--- src/rtl/bcd_seg_pkg.sv ---
package bcd_seg_pkg;
  localparam int DIGIT_W = 4;
  localparam int SEG_W   = 7;

  typedef struct packed {
    logic blankAll;   // force every segment dark
    logic lightAll;   // force every segment lit
    logic zeroBlank;  // suppress a zero digit
  } segStrobes_t;

  // Active-high shape; bit 0 = a ... bit 6 = g
  function automatic logic [SEG_W-1:0] shapeOf(input logic [DIGIT_W-1:0] code);
    logic [SEG_W-1:0] s;
    case (code)
      4'd0:  s = 7'h3F;
      4'd1:  s = 7'h06;
      4'd2:  s = 7'h5B;
      4'd3:  s = 7'h4F;
      4'd4:  s = 7'h66;
      4'd5:  s = 7'h6D;
      4'd6:  s = 7'h7D;  // tailed six
      4'd7:  s = 7'h07;
      4'd8:  s = 7'h7F;
      4'd9:  s = 7'h6F;  // tailed nine
      4'd10: s = 7'h58;
      4'd11: s = 7'h4C;
      4'd12: s = 7'h62;
      4'd13: s = 7'h69;
      4'd14: s = 7'h78;
      default: s = 7'h00;
    endcase
    return s;
  endfunction
endpackage

--- src/rtl/bcd_seg_ctrl.sv ---
module bcd_seg_ctrl
  import bcd_seg_pkg::*;
(
  input  logic [DIGIT_W-1:0] digit,
  input  logic               lampTestN,
  input  logic               rippleInN,
  input  logic               blankReqN,
  output segStrobes_t        strobes,
  output logic               rippleOutN
);
  logic isZero;
  logic suppress;

  always_comb begin
    isZero   = (digit == '0);
    suppress = isZero && !rippleInN && lampTestN;
    strobes.blankAll  = !blankReqN;
    strobes.lightAll  = blankReqN && !lampTestN;
    strobes.zeroBlank = blankReqN && suppress;
    rippleOutN = !suppress;
  end
endmodule

--- src/rtl/bcd_seg_datapath.sv ---
module bcd_seg_datapath
  import bcd_seg_pkg::*;
(
  input  logic [DIGIT_W-1:0] digit,
  input  segStrobes_t        strobes,
  output logic [SEG_W-1:0]   segN
);
  logic [SEG_W-1:0] shape;

  always_comb shape = shapeOf(digit);

  for (genvar i = 0; i < SEG_W; i++) begin : g_seg
    always_comb begin
      if (strobes.blankAll || strobes.zeroBlank) segN[i] = 1'b1;
      else if (strobes.lightAll)                 segN[i] = 1'b0;
      else                                       segN[i] = !shape[i];
    end
  end
endmodule

--- src/rtl/bcd_seg_decoder.sv ---
module bcd_seg_decoder
  import bcd_seg_pkg::*;
(
  input  logic [3:0] digit,
  input  logic       lampTestN,
  input  logic       rippleInN,
  input  logic       blankReqN,
  output logic [6:0] segN,
  output logic       rippleOutN
);
  segStrobes_t strobes;

  bcd_seg_ctrl ctrl_i (
    .digit(digit), .lampTestN(lampTestN), .rippleInN(rippleInN),
    .blankReqN(blankReqN), .strobes(strobes), .rippleOutN(rippleOutN)
  );

  bcd_seg_datapath dp_i (
    .digit(digit), .strobes(strobes), .segN(segN)
  );
endmodule

--- config.mk ---
export PLATFORM = sky130hd
export DESIGN_NAME = bcd_seg_decoder
export DESIGN_NICKNAME = d
export VERILOG_FILES = /design/src/rtl/bcd_seg_pkg.sv /design/src/rtl/bcd_seg_ctrl.sv /design/src/rtl/bcd_seg_datapath.sv /design/src/rtl/bcd_seg_decoder.sv
export SDC_FILE = /design/constraint.sdc
export NUM_CORES = 1
export LEC_CHECK = 0
export ABC_AREA = 0
export BUFFER_PORTS_ARGS = -buffer_cell sky130_fd_sc_hd__buf_2
export CAP_MARGIN = 10
export CORE_AREA = 2 2 39 41
export DETAILED_ROUTE_END_ITERATION = 6
export DIE_AREA = 0 0 41 43
export GPL_TIMING_DRIVEN = 0
export PLACE_DENSITY = 0.56
export SYNTH_ARGS = -nofsm -noshare
export SYNTH_HDL_FRONTEND = slang
export SYNTH_SLANG_ARGS = --single-unit
--- constraint.sdc ---
create_clock -name vclk -period 1.2
set_input_delay 0.18 -clock vclk [all_inputs]
set_output_delay 0.18 -clock vclk [all_outputs]
set_load 0.01 [all_outputs]
After elaboration in Yosys (flattened, before gate mapping)
Memory sizes are Yosys's and may differ from the RTL's.
Index checks and enable logic that the tools add are counted.
Widths: inputs -> output; s select.
{ "word_totals": {"register_bits": 0, "rom_bits": 112, "output_inout_bits": 8, "word_cells": 32, "n_memories": 1} }
{ "op_classes": {"muxes": 14, "n_reduce_logical": 17} }
{ "memory_table": {"columns": ["name", "depth", "width", "read_ports", "rd_ports_with_merged_regs", "wr", "line", "rtl"], "rows": [
  ["(no name shown)", 16, 7, 1, 0, 0, "bcd_seg_pkg.sv:14", "case (code)"]
]} }
{ "ops": {"columns": ["operator", "n"], "rows": [
  ["$mux 1", 14],
  ["$logic_not 1->1", 11],
  ["$logic_and 1x1->1", 4],
  ["$logic_not 4->1", 1],
  ["$logic_or 1x1->1", 1]
]} }

Logic depth before layout (Yosys ltp)
{ "depth": {"word_depth": 6, "depth_mapped": 5, "mapped_depth_nobuf": 5} }

Modules after synthesis
A second synthesis with hierarchy kept.
{ "hier_totals": {"cells_unflattened": 41, "hier_area_um2": 307.8} }
{ "by_module_without_submodules": {"columns": ["module", "n_inst", "cells_per_inst", "area_per_inst_um2", "seq_area_each_um2"], "rows": [
  ["bcd_seg_datapath", 1, 35, 271.5, 0.0],
  ["bcd_seg_ctrl", 1, 6, 36.3, 0.0]
]} }

Least setup slack after synthesis
Ideal clock, no wire load.
{ "synth_timing": {"path_kind": "in2out", "startpoint": "input port digit[1]", "endpoint": "output port segN[2]", "arrival_time_ns": 1.050, "setup_slack_ns": -0.030, "stages": 5, "n_path_buf": 0, "path_cell_list": "inv_1 -> ha_1 -> nor3b_2 -> a31oi_4 -> o21ai_0"} }
{ "synth_via": {"elab_chain_len": 6} }
{ "synth_rtl": {"columns": ["element", "line", "rtl"], "rows": [
  ["start: declaration", "bcd_seg_decoder.sv:4", "input logic [3:0] digit,"],
  ["branches (longest 5 deep; another with $mem_v2 16x7)", null, null],
  ["$mux 1 (*)", "bcd_seg_datapath.sv:14", "if (strobes.blankAll || strobes.zeroBlank) segN[i] = 1'b1;"],
  ["end: declaration", "bcd_seg_decoder.sv:8", "output logic [6:0] segN,"]
]} }
Mark *: on every way between the ends.

Final worst setup path
{ "layout_timing": {"startpoint": "input port digit[0]", "endpoint": "output port segN[1]"} }
The elaborated chain is that of the path after synthesis.

==> summary.md <==
| Metric | Value |
|---|---|
| RSZ-0062 raised after global routing | yes |
| Reg power frac | 0% |
| Mapped cell area | between 200 and 300 um2 |
| Crit. End Element | output pin |
| Worst-Margin Slew | between 200 and 300 ps |
| Final Hold Fails | 0 |
| Slew margin rel. | between 80% and 90% |
| Sw power | about 0.087 mW |
| IO Count | 15 |
| Crit-path max FO | 7 |
| Pwr dens | about 330 nW/um2 |
| GR Util All Layers | 8.99% |
| Crit. path cell count | 7 |
| Post-synthesis cell count | 37 |
| Internal Power | between 0.08 and 0.09 mW |
| Starting DRT DRC Count | 11 |
| Combinational power share | 100.0% |
| Synth Area in Adders | between 20 and 30% |
| P_leak | 0.243 nW |
| Final Non-Filler Cells | 76 |
| Clk pwr share | 0% |
| Synth warn | 0 |
| ANT cells | 0 |
| Highest routed layer | met3 |
| Worst Path Buf+Inv | 3 |
| Final global-route overflow total | 0 |
| Post-Synthesis Net Count | 50 |
| Final Power | 0.175 mW |
| Die ar. | around 1800 um2 |
| Crit path time final | 1370 ps |
| Via Count | roughly 360 |
| Hold path cells | 3 |
| Simple-gate portion of the synthesized area | 21.5% |
| FMAX | ~730 MHz |
| Status | complete, but fails checks |
| Initial antenna violation count | 0 |
| CLK BUF | 0 |
| Main combinational cell family by area after synthesis | compound AO/OA/AOI/OAI gates |
| Die Ht | approximately 43 um |
| Setup Viol. Count Final | 7 |
| Routability congestion estimate | 0.616 |
| Crit path largest cell delay | 250 ps |
| Cell Area, Placed | 398 um2 |
| Post-route cell area | 528 um2 |
| Storage element area | 0 um2 |
| Worst setup SP type | primary input |
| First-pass GRT wire length | roughly 1.2 mm |
| Critical Path RT | 1020 ps |
| Layout Nets | 75 |
| Maxcap violations | 0 |
| FFs & Latches | 0 |
| Top cell family by delay on the critical path | buffers and inverters |
| Worst setup margin | -165 ps |
| Input/output buffers | 15 |
| Worst Hold Class | primary input to output pin |
| Initial Util | 21.4% |
| Mux cell area share after synthesis | around 6.8% |
| Netlist cell types | 20 |
| Worst path slowest cell | nor3b_4 |
| Setup_tns | -983 ps |
| Metal1 wirelength | roughly 370 um |
| Period utilization | 114% |
| Min-delay src | lampTestN |
| DRT Pass-1 Iters | 4 |
| DRC viols | 0 |
| DP HPWL | 596 um |
| Worst Hold End | rippleOutN |
| Synth Area per Inst | between 8 and 9 um2 |
| Xor/xnor share of the synthesized area | 0% |
| Routed wl met2 | 402 um |
| Core area | roughly 1400 um2 |
| Largest net degree at the start of global routing | 11 |
| Antenna Nets Post-Route | 0 |
| Sw Share | approximately half |
| Worst Path Arrival | roughly 1200 ps |
| Std cell rows | 14 |
| Vias in the first global route | between 300 and 400 |
| Syn-to-layout area delta | 78.1% |
| Kind of critical path | primary input to output pin |
| Placed cell count | between 60 and 70 |
| Max VDD drop | 0.0940 mV |
| Die W | between 40 and 50 um |
| Post-synthesis sequential area ratio | 0% |
| CP cell instances | buf_8 -> inv_6 -> ha_4 -> nor3b_4 -> a31oi_4 -> o311ai_2 -> buf_2 |
| WL final | 832 um |
| Failing checks | setup timing |
| Routed wl met3 | between 60 and 70 um |
| Compound-Gate Fraction of Synth Area | about 37% |
| DR WL/cell | about 11 um |
| Via-per-instance ratio | 4.78 |
| Final Max Slew Viols | 0 |
| Layout cells sized above 1 | between 50 and 60% |
## layer usage
metal  vias to the layer above  track usage (%)
li1                        185                -
met1                       162             12.3
met2                        16             15.9
met3                         0                0
met4                         0                0
met5                         -                0
## worst max path at each step
stage | startpoint | end | slack [ps]
floorplan | digit[0] | segN[2] | 3
CTS | digit[1] | segN[1] | -180
detailed placement | digit[1] | segN[1] | -420
global route | digit[0] | segN[1] | -240
finish | digit[0] | segN[1] | -170
global placement | digit[1] | segN[0] | -370
## power by group through the flow
stage                     logic (mW)  clock network [mW]  registers [mW]
after floorplan               0.0786                   0               0
after global placement         0.129                   0               0
after detailed placement       0.130                   0               0
after CTS                      0.163                   0               0
after global routing           0.192                   0               0
final                          0.175                   0               0
## synthesized netlist by cell type
cell,instances,area [um2]
nor3_1,1,5.00
a21oi_1,2,10.0
and2b_1,1,7.51
o21ai_0,4,20.0
nor2b_1,3,18.8
buf_2,1,5.00
o311ai_1,2,17.5
nand3_1,1,5.00
a211o_1,2,17.5
o31ai_1,1,7.51
buf_4,1,7.51
mux2i_1,2,20.0
nor2_1,1,3.75
ha_1,6,75.1
o41ai_2,1,16.3
inv_1,4,15.0
a31oi_4,1,21.3
nor3b_1,1,7.51
nor3b_2,1,12.5
nand2_1,1,3.75
## metrics by stage
step                      hold slack, ps  util, %  setup WS [ps]
after CTS                            668     35.8           -184
after global placement               662     28.8           -372
after detailed placement             666     28.8           -419
after global routing                 693     38.2           -245
final                                664     38.2           -165
after floorplan                      452        -           3.33
## cells in the final DEF (no fill, tap or decap)
cell	instances
nor3b_1	1
o31ai_1	1
buf_4	9
mux2i_1	2
buf_2	14
nor2_1	1
o311ai_2	2
a211o_1	2
a31oi_4	1
o21ai_0	3
ha_1	4
inv_1	2
nand2_1	1
a21oi_1	2
ha_4	2
o21ai_1	1
nor3_1	1
and2b_1	1
buf_8	2
inv_6	2
nor3b_4	1
nor2b_1	3
nand3_1	1
o41ai_2	1
## final cells by class
| type | count | area, um2 |
|---|---|---|
| well taps | 16 | 20.0 |
| inverters | 4 | 25.0 |
| repair buffers | 23 | 155 |
| multi-input cells | 31 | 315 |
| fillers | 147 | 856 |
| plain buffers | 2 | 12.5 |
## logic make-up after synthesis
| group | after synthesis |
|---|---|
| AOI/OAI and AO/OA | 13 |
| adders and majority gates | 6 |
| and+or+nand+nor | 10 |
| muxes | 2 |
| buffers and inverters | 6 |
## repair_timing
item / in CTS / in global routing
resized for setup: 14 / 4
buffers inserted: 6 / 2
setup endpoints to repair: 8 / 8
pin swaps: 4 / 1
hold buffers: 0 / 0
(Power assumes the default switching activity.)
